===== config.mk =====
export PLATFORM = sky130hd
export DESIGN_NAME = seg_xlat_unit
export DESIGN_NICKNAME = d
export VERILOG_FILES = /design/src/rtl/segx_pkg.sv /design/src/rtl/seg_table.sv /design/src/rtl/seg_check.sv /design/src/rtl/seg_resp_fsm.sv /design/src/rtl/seg_xlat_unit.sv
export SDC_FILE = /design/constraint.sdc
export NUM_CORES = 1
export LEC_CHECK = 0
export BUFFER_PORTS_ARGS = -buffer_cell sky130_fd_sc_hd__buf_2
export CORE_MARGIN = 2
export CORE_UTILIZATION = 60
export DETAILED_ROUTE_END_ITERATION = 8
export HOLD_SLACK_MARGIN = 0.12
export PLACE_DENSITY = 0.78
export SYNTH_ARGS = -nofsm -noshare
export SYNTH_HDL_FRONTEND = slang
export SYNTH_SLANG_ARGS = --single-unit

===== constraint.sdc =====
create_clock -name clk -period 7.55 [get_ports clk]
set_input_delay 0.755 -clock clk [delete_from_list [all_inputs] [get_ports clk]]
set_output_delay 0.755 -clock clk [all_outputs]
set_load 0.01 [all_outputs]

===== src/rtl/segx_pkg.sv =====
package segx_pkg;

    typedef enum logic [1:0] {
        ACC_RD   = 2'd0,
        ACC_WR   = 2'd1,
        ACC_EX   = 2'd2,
        ACC_NONE = 2'd3
    } acc_e;

    typedef enum logic [1:0] {
        CAUSE_RANGE   = 2'd0,
        CAUSE_INVALID = 2'd1,
        CAUSE_LIMIT   = 2'd2,
        CAUSE_PERM    = 2'd3
    } cause_e;

    typedef enum logic [1:0] {
        RSP_IDLE = 2'd0,
        RSP_PASS = 2'd1,
        RSP_TRAP = 2'd2
    } rsp_state_e;

    localparam int PERM_W = 3;

endpackage


===== src/rtl/seg_table.sv =====
module seg_table #(
    parameter int SEG_W = 3,
    parameter int LIM_W = 11,
    parameter int PA_W  = 16
) (
    input  logic                        clk,
    input  logic                        rst_n,
    input  logic                        ent_we,
    input  logic [SEG_W-1:0]            ent_idx,
    input  logic [PA_W-1:0]             ent_base,
    input  logic [LIM_W-1:0]            ent_limit,
    input  logic                        ent_valid,
    input  logic [segx_pkg::PERM_W-1:0] ent_perm,
    input  logic                        len_we,
    input  logic [SEG_W:0]              len_val,
    input  logic [SEG_W-1:0]            rd_idx,
    output logic [PA_W-1:0]             rd_base,
    output logic [LIM_W-1:0]            rd_limit,
    output logic                        rd_valid,
    output logic [segx_pkg::PERM_W-1:0] rd_perm,
    output logic [SEG_W:0]              len_q
);
    localparam int NSLOT = 1 << SEG_W;

    typedef struct packed {
        logic [PA_W-1:0]             base;
        logic [LIM_W-1:0]            limit;
        logic                        vld;
        logic [segx_pkg::PERM_W-1:0] perm;
    } slot_t;

    slot_t slot_view [NSLOT];
    slot_t picked;

    for (genvar g = 0; g < NSLOT; g++) begin : g_slot
        slot_t slot_q;
        logic  hit;
        assign hit = ent_we && (ent_idx == SEG_W'(g));
        always_ff @(posedge clk) begin
            if (!rst_n) begin
                slot_q <= '0;
            end else if (hit) begin
                slot_q.base  <= ent_base;
                slot_q.limit <= ent_limit;
                slot_q.vld   <= ent_valid;
                slot_q.perm  <= ent_perm;
            end
        end
        assign slot_view[g] = slot_q;
    end

    always_ff @(posedge clk) begin
        if (!rst_n) begin
            len_q <= '0;
        end else if (len_we) begin
            len_q <= len_val;
        end
    end

    always_comb begin
        picked   = slot_view[rd_idx];
        rd_base  = picked.base;
        rd_limit = picked.limit;
        rd_valid = picked.vld;
        rd_perm  = picked.perm;
    end

endmodule


===== src/rtl/seg_check.sv =====
module seg_check #(
    parameter int SEG_W = 3,
    parameter int OFF_W = 10,
    parameter int PA_W  = 16
) (
    input  logic [SEG_W-1:0]            req_seg,
    input  logic [OFF_W-1:0]            req_off,
    input  logic [1:0]                  req_acc,
    input  logic [SEG_W:0]              len_q,
    input  logic [PA_W-1:0]             ent_base,
    input  logic [OFF_W:0]              ent_limit,
    input  logic                        ent_valid,
    input  logic [segx_pkg::PERM_W-1:0] ent_perm,
    output logic                        fail,
    output logic [1:0]                  cause,
    output logic [PA_W-1:0]             paddr
);
    import segx_pkg::*;

    logic   seg_ok;
    logic   lim_ok;
    logic   perm_ok;
    acc_e   acc;
    cause_e why;

    assign acc    = acc_e'(req_acc);
    assign seg_ok = {1'b0, req_seg} < len_q;
    assign lim_ok = {1'b0, req_off} < ent_limit;
    assign paddr  = ent_base + PA_W'(req_off);

    always_comb begin
        unique case (acc)
            ACC_RD:  perm_ok = ent_perm[0];
            ACC_WR:  perm_ok = ent_perm[1];
            ACC_EX:  perm_ok = ent_perm[2];
            default: perm_ok = 1'b0;
        endcase
    end

    always_comb begin
        fail = 1'b1;
        why  = CAUSE_RANGE;
        if (!seg_ok) begin
            why = CAUSE_RANGE;
        end else if (!ent_valid) begin
            why = CAUSE_INVALID;
        end else if (!lim_ok) begin
            why = CAUSE_LIMIT;
        end else if (!perm_ok) begin
            why = CAUSE_PERM;
        end else begin
            fail = 1'b0;
        end
    end

    assign cause = why;

endmodule


===== src/rtl/seg_resp_fsm.sv =====
module seg_resp_fsm #(
    parameter int PA_W = 16
) (
    input  logic            clk,
    input  logic            rst_n,
    input  logic            req_valid,
    input  logic            chk_fail,
    input  logic [1:0]      chk_cause,
    input  logic [PA_W-1:0] chk_paddr,
    output logic            rsp_valid,
    output logic            rsp_trap,
    output logic [1:0]      rsp_cause,
    output logic [PA_W-1:0] rsp_paddr
);
    import segx_pkg::*;

    rsp_state_e      state_q;
    rsp_state_e      state_d;
    logic [PA_W-1:0] paddr_q;
    logic [1:0]      cause_q;

    always_comb begin
        if (!req_valid) begin
            state_d = RSP_IDLE;
        end else if (chk_fail) begin
            state_d = RSP_TRAP;
        end else begin
            state_d = RSP_PASS;
        end
    end

    always_ff @(posedge clk) begin
        if (!rst_n) begin
            state_q <= RSP_IDLE;
        end else begin
            state_q <= state_d;
        end
    end

    always_ff @(posedge clk) begin
        if (!rst_n) begin
            paddr_q <= '0;
            cause_q <= '0;
        end else begin
            unique case (state_d)
                RSP_PASS: begin
                    paddr_q <= chk_paddr;
                    cause_q <= '0;
                end
                RSP_TRAP: begin
                    paddr_q <= '0;
                    cause_q <= chk_cause;
                end
                default: begin
                    paddr_q <= '0;
                    cause_q <= '0;
                end
            endcase
        end
    end

    always_comb begin
        rsp_cause = cause_q;
        rsp_paddr = paddr_q;
        unique case (state_q)
            RSP_PASS: begin
                rsp_valid = 1'b1;
                rsp_trap  = 1'b0;
            end
            RSP_TRAP: begin
                rsp_valid = 1'b1;
                rsp_trap  = 1'b1;
            end
            default: begin
                rsp_valid = 1'b0;
                rsp_trap  = 1'b0;
            end
        endcase
    end

endmodule


===== src/rtl/seg_xlat_unit.sv =====
module seg_xlat_unit #(
    parameter int SEG_W = 3,
    parameter int OFF_W = 10,
    parameter int PA_W  = 16
) (
    input  logic              clk,
    input  logic              rst_n,
    input  logic              cfg_ent_we,
    input  logic [SEG_W-1:0]  cfg_ent_idx,
    input  logic [PA_W-1:0]   cfg_base,
    input  logic [OFF_W:0]    cfg_limit,
    input  logic              cfg_valid,
    input  logic [2:0]        cfg_perm,
    input  logic              cfg_len_we,
    input  logic [SEG_W:0]    cfg_len,
    input  logic              req_valid,
    input  logic [SEG_W-1:0]  req_seg,
    input  logic [OFF_W-1:0]  req_off,
    input  logic [1:0]        req_acc,
    output logic              rsp_valid,
    output logic              rsp_trap,
    output logic [1:0]        rsp_cause,
    output logic [PA_W-1:0]   rsp_paddr
);
    localparam int LIM_W = OFF_W + 1;

    logic [PA_W-1:0]  ent_base;
    logic [LIM_W-1:0] ent_limit;
    logic             ent_valid;
    logic [2:0]       ent_perm;
    logic [SEG_W:0]   len_q;
    logic             chk_fail;
    logic [1:0]       chk_cause;
    logic [PA_W-1:0]  chk_paddr;

    seg_table #(.SEG_W(SEG_W), .LIM_W(LIM_W), .PA_W(PA_W)) u_table (
        .clk       (clk),
        .rst_n     (rst_n),
        .ent_we    (cfg_ent_we),
        .ent_idx   (cfg_ent_idx),
        .ent_base  (cfg_base),
        .ent_limit (cfg_limit),
        .ent_valid (cfg_valid),
        .ent_perm  (cfg_perm),
        .len_we    (cfg_len_we),
        .len_val   (cfg_len),
        .rd_idx    (req_seg),
        .rd_base   (ent_base),
        .rd_limit  (ent_limit),
        .rd_valid  (ent_valid),
        .rd_perm   (ent_perm),
        .len_q     (len_q)
    );

    seg_check #(.SEG_W(SEG_W), .OFF_W(OFF_W), .PA_W(PA_W)) u_check (
        .req_seg   (req_seg),
        .req_off   (req_off),
        .req_acc   (req_acc),
        .len_q     (len_q),
        .ent_base  (ent_base),
        .ent_limit (ent_limit),
        .ent_valid (ent_valid),
        .ent_perm  (ent_perm),
        .fail      (chk_fail),
        .cause     (chk_cause),
        .paddr     (chk_paddr)
    );

    seg_resp_fsm #(.PA_W(PA_W)) u_fsm (
        .clk       (clk),
        .rst_n     (rst_n),
        .req_valid (req_valid),
        .chk_fail  (chk_fail),
        .chk_cause (chk_cause),
        .chk_paddr (chk_paddr),
        .rsp_valid (rsp_valid),
        .rsp_trap  (rsp_trap),
        .rsp_cause (rsp_cause),
        .rsp_paddr (rsp_paddr)
    );

endmodule


==> reports/results.ini, run 1 <==
[clock_tree]
cts_made_buffers=28
ctsResizeCount=0
htreeDepth=1
clk_pin_slew_worst_paths_ns=0.06
cts_tree=done
clk_latency_ns=0.53
clockRootBuffer=clkbuf_16
cts.hold.buffers_added=0
cts_sinks=272
clock_path_buffers=3
post_cts.repair.setup_buffers=0

[min_path]
hp-class=reg -> reg

[grt]
grtUsageTotal_pct=30.3
overflow=0
grt_pass1_vias=9889
grt_antenna_before_repair=1
grt_pass1_wl_um=52800
grt_max_degree=100

[sta]
setup_ws_ns=3.42
tns_ns=0
post-route-period-util_pct=54.7
slew_violations=0
final-hold-violation-count=0
max_slew_margin_pct=43.8
min_period_ns=4.13
fmax_ghz=0.242
finalSetupViolCount=0
tightest_slew_ns=0.842
skew_ns=0.00581
rsz0062_at_grt=false

[drt]
routed_via_density=5.87
drc=0
drt_wl_total_um=33800
wl_per_cell_um=19.6
vias=10100
postRouteAntennaNets=0
firstDrtPassIters=5
drt_iter0_drc=796

[logic_synthesis]
netlist_area_sq_mm=0.0127
ys_types=53
async_flop_share_pct=0
synth-seq-area-share_pct=42.9
syn_nets=1509
ys_warn_count=0
synthFlopType=dfxtp_1
avgSynthCellArea_sq_um=8.90
synth_edf_count=0
syn-instance-count=1428
ys_ff_latch=272

[worst_setup_path]
crit_type=in -> reg
cp_max_fo=31
critPathLaunchType=primary input
cp.arrival_ns=4.58
crit_path_end_kind=flop
r2r_slack_ns=4.49
required_ns=8.00

[place]
dpl.hpwl_um=19100
dp_worst_setup_slack_ns=2.89
place.port_buffers=77
gp_congestion=0.860

[cells_and_area]
area_growth_pct=10.0
layout.nets=1508
drive_gt1_share_pct=15.8

[power]
seqPwrFrac_pct=47.7
power.density_mw_per_mm2=222
p_sw_share_pct=23.4
vdd_drop_max_uv=157
combPwrFrac_pct=8.0
leakagePower_nw=5.00
p_clk_share_pct=44.4
p_int_mw=2.38
p_sw_mw=0.728

[job]
drv_cap=0

[die]
io_pins=78
row_count=53
start_util_pct=60.8
die_w_um=150
dieArea_sq_mm=0.0224
die_y_um=150
fp.coreArea_sq_mm=0.0209

[status]
status=completed

through the flow:
step	hold slack (ns)	cells	instance area (sq um)	utilization [%]	power (mW)
after floorplan	0.439	1428	12700	-	1.68
final	0.462	1722	14000	66.9	3.11
after detailed placement	0.456	1672	13100	62.5	1.76
after global placement	0.447	1672	13100	62.5	1.75
after CTS	0.464	1720	14000	66.9	3.11
after global routing	0.477	1720	14000	66.9	3.20
per-layer routing:
layer | share of wire (%) | wire, um | global-route usage, % | vias to the layer above
met1 | 43 | 14400 | 39.3 | 4908
met2 | 48 | 16100 | 51.1 | 333
met3 | 6.6 | 2240 | 4.70 | 72
met4 | 3.1 | 1060 | 11.5 | 0
li1 | - | - | - | 4792
met5 | 0 | 0 | 0 | -
layout make-up:
cell class | instances | area [sq um]
inverters | 12 | 45.0
clock inverters | 9 | 106
repair buffers | 98 | 551
flip-flops and latches | 272 | 5450
fillers | 1692 | 6910
multi-input cells | 1015 | 6670
clock buffers | 39 | 813
diodes | 2 | 5.00
well taps | 275 | 344
power by group through the flow:
stage          Sequential (mW)  Combinational [mW]  Clock, mW
4_1_cts                   1.48               0.245       1.38
2_1_floorplan             1.51               0.177          0
3_3_place_gp              1.51               0.239          0
3_5_place_dp              1.51               0.244          0
5_1_grt                   1.48               0.267       1.45
6_report                  1.48               0.248       1.38
synth_stat cells (5+ instances only):
library cell  count  area (sq um)
a21oi_1          13          65.1
inv_1            11          41.3
a21boi_0        249          1870
dfxtp_1         272          5450
nor3_1            8          40.0
clkbuf_2         31           155
nand3_1           8          40.0
o21ai_0           9          45.0
xor2_1            5          43.8
nand2b_1          7          43.8
mux2_2           16           180
mux4_2           56          1260
clkbuf_1         79           297
nor2b_1          11          68.8
ha_1             22           275
buf_2            10          50.1
nor2_1           30           113
mux2i_1          20           200
nand2_1         511          1920
cells by family after synthesis:
kind of cell / Yosys count / share of synthesized area [%]
and+or+nand+nor: 588 / 18.3
AOI/OAI and AO/OA: 301 / 17.6
DFF: 272 / 42.9
buffers and inverters: 141 / 4.83
muxes: 95 / 13.5
adders and majority gates: 23 / 2.32
xor gates and xnor gates: 8 / 0.551
worst max-delay path, cell delays in order:
cell      delay, ns
buf_4          0.45
buf_4          0.57
mux4_2         0.57
mux2_2         0.28
ha_1           0.21
inv_1          0.07
fa_1           0.17
nor2b_1        0.07
o31a_1         0.30
o21ai_0        0.38
a22oi_1        0.15
a221o_1        0.30
a311oi_2       0.24
path summary, 6_finish.rpt:
| kind | start | cells after the start | endpoint |
|---|---|---|---|
| setup / recovery | req_seg[0] | 13 | u_fsm.rsp_paddr[12] |
| hold / removal | u_table.g_slot[6].slot_q[4] | 2 | u_table.g_slot[6].slot_q[4] |
| setup reg to reg | u_table.g_slot[7].slot_q[15] | 11 | u_fsm.rsp_paddr[12] |
| hold reg to reg | u_table.g_slot[6].slot_q[4] | 2 | u_table.g_slot[6].slot_q[4] |
layout by cell type, fill, tap and decap left out, drive strengths merged, types with 9 or more instances in the layout:
cell and n:
inv 13, mux4 59, mux2i 20, clkbuf 39, nor2 30, buf 98
a21oi 13, nand2 511, a21boi 249, dfxtp 272, mux2 16, ha 22
o21ai 9, nor2b 11
registers in the layout (all words and copies together) (netlist names):
signal and flops:
u_fsm.rsp_cause 2, u_fsm.rsp_paddr 16, u_table.g_slot.slot_q 248, u_fsm.state_q 2
u_table.len_q 4
No activity file was read; power rests on OpenSTA's default activity.
==> run 2: changes to the inputs <==
--- a/config.mk
+++ b/config.mk
@@ -7,10 +7,10 @@
 export LEC_CHECK = 0
 export BUFFER_PORTS_ARGS = -buffer_cell sky130_fd_sc_hd__buf_2
 export CORE_MARGIN = 2
-export CORE_UTILIZATION = 60
+export CORE_UTILIZATION = 55
 export DETAILED_ROUTE_END_ITERATION = 8
 export HOLD_SLACK_MARGIN = 0.12
-export PLACE_DENSITY = 0.78
+export PLACE_DENSITY = 0.75
 export SYNTH_ARGS = -nofsm -noshare
 export SYNTH_HDL_FRONTEND = slang
 export SYNTH_SLANG_ARGS = --single-unit
==> constraint.sdc (replaced) <==
create_clock -name clk -period 3.7 [get_ports clk]
set_input_delay 0.37 -clock clk [delete_from_list [all_inputs] [get_ports clk]]
set_output_delay 0.37 -clock clk [all_outputs]
set_load 0.01 [all_outputs]
==> reports/results.ini, run 2 (synthesis gave the netlist of run 1 again) <==
[status]
status=completed

[grt]
grt_pass1_vias=9854  ; -0.35%
overflow=0  ; unchanged
grt_pass1_wl_um=53800  ; +2.0%
grt_max_degree=253  ; +150%
grtUsageTotal_pct=28.3  ; -1.9 points
grt_antenna_before_repair=0  ; -1

[sta]
tightest_slew_ns=0.894  ; +0.0519 ns
rsz0062_at_grt=false
fin_hold_ws_ns=0.146  ; -0.316 ns
tns_ns=0  ; unchanged
final-hold-violation-count=0  ; unchanged
post-route-period-util_pct=82.5
fmax_ghz=0.327
slew_violations=0  ; unchanged
max_slew_margin_pct=40.4  ; -3.5 points
finalSetupViolCount=0  ; unchanged
skew_ns=0.00985  ; +0.00404 ns
min_period_ns=3.05

[drt]
wl_per_cell_um=19.8  ; +0.67%
drt_iter0_drc=728  ; -8.5%
firstDrtPassIters=5  ; unchanged
postRouteAntennaNets=0  ; unchanged
drc=0  ; unchanged
highest_layer=met4
wl_met2_um=16800  ; +3.9%
met3WireLength_um=2570  ; +15%
drt-met1-wl_um=14200  ; -1.5%
drt_wl_total_um=34400  ; +1.7%
routed_via_density=5.83  ; -0.73%
vias=10100  ; +0.31%

[die]
fp.coreArea_sq_mm=0.0226  ; +8.4%
die_y_um=156  ; +4.3%
row_count=55  ; +3.8%
io_pins=78  ; unchanged
dieArea_sq_mm=0.0243  ; +8.8%
start_util_pct=56.1  ; -4.7 points
die_w_um=156  ; +4.3%

[clock_tree]
clk_latency_ns=0.54  ; about the same
cts_tree=done
clk_pin_slew_worst_paths_ns=0.06  ; about the same
clockRootBuffer=clkbuf_16
htreeDepth=1  ; unchanged
cts_sinks=272  ; unchanged
cts_made_buffers=28  ; unchanged
clock_path_buffers=3  ; unchanged
post_cts.repair.setup_buffers=0  ; unchanged

[place]
place.port_buffers=77  ; unchanged
placed_area_sq_mm=0.0131  ; +0.52%
gp_congestion=0.867  ; +0.78%
dpl.hpwl_um=19800  ; +3.7%
dp.cells=1686  ; +0.84%

[cells_and_area]
largest_reg_flops=248  ; unchanged
multi_input_area_sq_mm=0.00667  ; unchanged
final_cell_mix=nand2_1, dfxtp_1, a21boi_0
fillCellCount=1923  ; +14%
fin_area_sq_mm=0.0141  ; +0.57%
fin_cells=1740  ; +1.0%
layout.nets=1516  ; +0.53%
regArea_sq_mm=0.00545  ; unchanged
regMostFlops=u_table.g_slot.slot_q
diodes=0  ; -2
mostFrequentLayoutCell=nand2_1
fin_util_pct=62.1  ; -4.8 points
drive_gt1_share_pct=15.8  ; +0.029 points
area_growth_pct=10.7

[worst_setup_path]
r2r_slack_ns=0.65  ; -3.84 ns
required_ns=4.15  ; -3.85 ns
critPathLaunchType=flop
cp_max_fo=4  ; -87%
crit_end=u_fsm.rsp_paddr[12]
crit_path_end_kind=flop
reg2regPathDepth=11  ; unchanged
r2r-start=u_table.g_slot[4].slot_q[15]
crit_type=reg -> reg
startpoint=u_table.g_slot[4].slot_q[15]
worst_r2r_endpoint=u_fsm.rsp_paddr[12]
cp.arrival_ns=3.51  ; -1.07 ns

[power]
vdd_drop_max_uv=257  ; +64%
power.density_mw_per_mm2=448  ; +100%
leakagePower_nw=5.04  ; +0.81%

[job]
drv_cap=0  ; unchanged

[min_path]
hp-class=in -> reg

==> run 2: cell types whose count changed in the layout (fill, tap and decap cells not counted), moves of 2 or more <==
cell	delta
clkbuf_1	+4
dlygate4sd3_1	+4
buf_12	+2
buf_4	+2
clkinvlp_4	-2
diode_2	-2
==> run 2: metrics by stage <==
stage	worst slack, ns	total power [mW]
2_1_floorplan	0.212	3.43
3_3_place_gp	0.291	3.58
3_5_place_dp	0.212	3.59
4_1_cts	0.668	6.32
5_1_grt	0.441	6.48
6_report	0.646	6.30
==> run 2: how the worst min path moves through the flow <==
stage | from | end | slack [ns] | depth (start not counted)
after floorplan | u_table.g_slot[2].slot_q[25] | u_table.g_slot[2].slot_q[25] | 0.44 | 2
final | cfg_base[4] | u_table.g_slot[5].slot_q[19] | 0.15 | 3
after CTS | cfg_base[6] | u_table.g_slot[1].slot_q[21] | 0.14 | 3
after detailed placement | u_table.g_slot[0].slot_q[4] | u_table.g_slot[0].slot_q[4] | 0.46 | 2
after global routing | cfg_limit[4] | u_table.g_slot[6].slot_q[8] | 0.15 | 3
after global placement | u_table.g_slot[4].slot_q[2] | u_table.g_slot[4].slot_q[2] | 0.45 | 2
==> run 2: cell type report <==
class,count,area share [%]
Timing Repair Buffer,106,4.59
Tap cell,285,2.54
Multi-Input combinational cell,1015,47.4
Clock buffer,44,5.99
Clock inverter,6,0.392
Sequential cell,272,38.7
Inverter,12,0.320
==> run 2: what timing repair did <==
action,CTS,global route
hold buffers,4,0
gates resized for setup,0,0
hold endpoints to repair,4,0
==> run 2: worst max-delay path, stage by stage (launching register included) <==
cell and delay [ns]:
dfxtp_1 0.32, mux4_2 0.45, mux2_2 0.29, ha_1 0.21, inv_1 0.08, fa_1 0.19, nor2b_1 0.07, o31a_1 0.30
o21ai_0 0.38, a22oi_1 0.15, a221o_1 0.28, a311oi_2 0.24
==> run 2: power breakdown <==
group	switching, mW	leakage (nW)	internal, mW
registers	0.0307	2.20	2.99
clock network	1.15	0.445	1.62
logic	0.311	2.40	0.206
total	1.49	5.04	4.81
==> run 2: routing by layer <==
metal	track usage, %	up-vias
met2	49.5	382
li1	-	4801
met1	36.8	4889
met5	0	-
met4	8.30	0
met3	3.89	64
==> run 3: changes to the inputs <==
--- a/config.mk
+++ b/config.mk
@@ -7,10 +7,10 @@
 export LEC_CHECK = 0
 export BUFFER_PORTS_ARGS = -buffer_cell sky130_fd_sc_hd__buf_2
 export CORE_MARGIN = 2
-export CORE_UTILIZATION = 55
+export CORE_UTILIZATION = 60
 export DETAILED_ROUTE_END_ITERATION = 8
 export HOLD_SLACK_MARGIN = 0.12
-export PLACE_DENSITY = 0.75
+export PLACE_DENSITY = 0.78
 export SYNTH_ARGS = -nofsm -noshare
 export SYNTH_HDL_FRONTEND = slang
 export SYNTH_SLANG_ARGS = --single-unit
==> constraint.sdc (replaced) <==
create_clock -name clk -period 3 [get_ports clk]
set_input_delay 0.3 -clock clk [delete_from_list [all_inputs] [get_ports clk]]
set_output_delay 0.3 -clock clk [all_outputs]
set_load 0.01 [all_outputs]
==> reports/results.ini, run 3 (synthesis gave the netlist of run 1 again) <==
[worst_setup_path]
critPathMaxStageDelay_ns=0.47  ; +0.02 ns
critPathLaunchType=flop
crit_type=reg -> reg
cp.arrival_ns=3.25  ; -0.26 ns
critPathMostFrequentCell=a21oi_1
required_ns=3.43  ; -0.72 ns
cp_max_fo=3  ; -1
cpMaxStageDelayCell=mux4_2
crit_path_end_kind=flop
r2r_slack_ns=0.18  ; -0.46 ns
cp_cell_sequence=mux4_2, mux2i_2, inv_1, ha_1, a21oi_1, o221ai_1, a311o_1, a21oi_1, xor2_1, nor2_1

[power]
p_int_mw=6.50  ; +35%
p_sw_mw=1.93  ; +29%
leakagePower_nw=5.41  ; +7.3%
p_sw_share_pct=22.9  ; -0.74 points
p_clk_share_pct=47.3  ; +3.4 points
seqPwrFrac_pct=44.2  ; -3.7 points
vdd_drop_max_uv=693  ; +170%
power.density_mw_per_mm2=568  ; +27%
combPwrFrac_pct=8.5  ; +0.3 points

[clock_tree]
clock_path_buffers=3  ; unchanged
clockRootBuffer=clkbuf_16
clk_pin_slew_worst_paths_ns=0.06  ; about the same
cts_tree=done
clk_latency_ns=0.55  ; about the same
cts_made_buffers=28  ; unchanged
htreeDepth=1  ; unchanged
cts_sinks=272  ; unchanged
post_cts.repair.setup_buffers=0  ; unchanged

[cells_and_area]
regMostFlops=u_table.g_slot.slot_q
fillCellCount=1595  ; -17%
regArea_sq_mm=0.00545  ; unchanged
multi_input_area_sq_mm=0.00668  ; +0.11%
final_cell_mix=nand2_1, dfxtp_1, a21boi_0
fin_util_pct=71.0  ; +8.9 points
largest_reg_flops=248  ; unchanged
area_growth_pct=16.7
drive_gt1_share_pct=17.6  ; +1.8 points
diodes=0  ; unchanged
fin_cells=1794  ; +3.1%
mostFrequentLayoutCell=nand2_1
layout.nets=1578  ; +4.1%

[sta]
fmax_ghz=0.355  ; +8.5%
tns_ns=0  ; unchanged
final-hold-violation-count=0  ; unchanged
finalSetupViolCount=0  ; unchanged
slew_violations=0  ; unchanged
min_period_ns=2.82  ; -0.238 ns
skew_ns=0.0173  ; +0.00746 ns
rsz0062_at_grt=false
post-route-period-util_pct=93.9  ; +11 points
max_slew_margin_pct=32.2  ; -8.2 points
tightest_slew_ns=1.02  ; +0.123 ns

[place]
dpl.hpwl_um=20500  ; +3.4%
dp.cells=1703  ; +1.0%
place.port_buffers=77  ; unchanged
gp_congestion=0.865  ; -0.23%

[drt]
drt-met1-wl_um=14300  ; +0.81%
routed_via_density=5.90  ; +1.3%
wl_met2_um=16600  ; -0.63%
drt_wl_total_um=35100  ; +2.0%
firstDrtPassIters=5  ; unchanged
postRouteAntennaNets=0  ; unchanged
vias=10600  ; +4.4%
drc=0  ; unchanged
met3WireLength_um=2770  ; +7.6%
wl_per_cell_um=19.6  ; -1.1%
highest_layer=met4
drt_iter0_drc=766  ; +5.2%

[min_path]
hp-class=in -> reg

[die]
die_y_um=150  ; -4.1%
dieArea_sq_mm=0.0224  ; -8.1%
io_pins=78  ; unchanged
row_count=53  ; -3.6%
fp.coreArea_sq_mm=0.0209  ; -7.7%
die_w_um=150  ; -4.1%
start_util_pct=60.8  ; +4.7 points

[grt]
grtUsageTotal_pct=31.4  ; +3.1 points
grt_pass1_wl_um=54900  ; +1.9%
grt_antenna_before_repair=0  ; unchanged
grt_pass1_vias=10300  ; +4.4%
overflow=0  ; unchanged
grt_max_degree=253  ; unchanged

[status]
status=completed

[job]
drv_cap=0  ; unchanged

run 3: timing repair:
| action | 4_1_cts | 5_1_grt |
|---|---|---|
| resized for setup | 0 | 0 |
| hold endpoints to repair | 246 | 0 |
| endpoints found under the setup margin | 0 | 0 |
| hold buffers | 39 | 0 |
run 3: final cells by class:
type                       count  area share, %
clock buffer                  33           5.13
clock inverter                19           2.05
inverter                      12          0.304
multi-input combinational   1015           45.0
sequential                   272           36.7
tap                          275           2.32
timing repair buffer         168           8.42
run 3: layer usage:
metal	vias up	global-route usage [%]
met1	5131	40.6
met2	430	52.3
met5	-	0
li1	4921	-
met3	105	5.52
met4	0	13.0
run 3: power by group through the flow:
stage	Clock [mW]	Combinational, mW	Sequential [mW]
6_report	3.99	0.712	3.73
4_1_cts	4.02	0.701	3.72
2_1_floorplan	0	0.454	3.79
5_1_grt	4.16	0.764	3.73
3_3_place_gp	0	0.644	3.80
3_5_place_dp	0	0.655	3.80
run 3: path summary, 6_finish.rpt:
kind,startpoint,to,cells past startpoint
setup / recovery,u_table.g_slot[7].slot_q[16],u_fsm.rsp_paddr[9],10
hold / removal,rst_n,u_fsm.state_q[1],3
setup reg to reg,u_table.g_slot[7].slot_q[16],u_fsm.rsp_paddr[9],10
hold reg to reg,u_table.g_slot[2].slot_q[21],u_table.g_slot[2].slot_q[21],2
run 3: critical path, delay by kind of cell (launching register included):
kind / cells / cell delay (ns)
fa+ha+maj: 1 / 0.27
flops: 1 / 0.31
xor+xnor: 1 / 0.16
compound gates: 4 / 1.13
buf+inv: 1 / 0.07
mux: 2 / 0.70
simple gates: 1 / 0.05
run 3: per-stage QoR:
stage          total power, mW  worst slack [ns]  area (sq um)  hold WS, ns
6_report                  8.42             0.184         14800        0.145
2_1_floorplan             4.24          -0.00618         12800        0.439
3_3_place_gp              4.45           -0.0491         13400        0.447
3_5_place_dp              4.46            -0.124         13400        0.456
5_1_grt                   8.65            0.0293         14800        0.148
4_1_cts                   8.44             0.204         14800        0.125
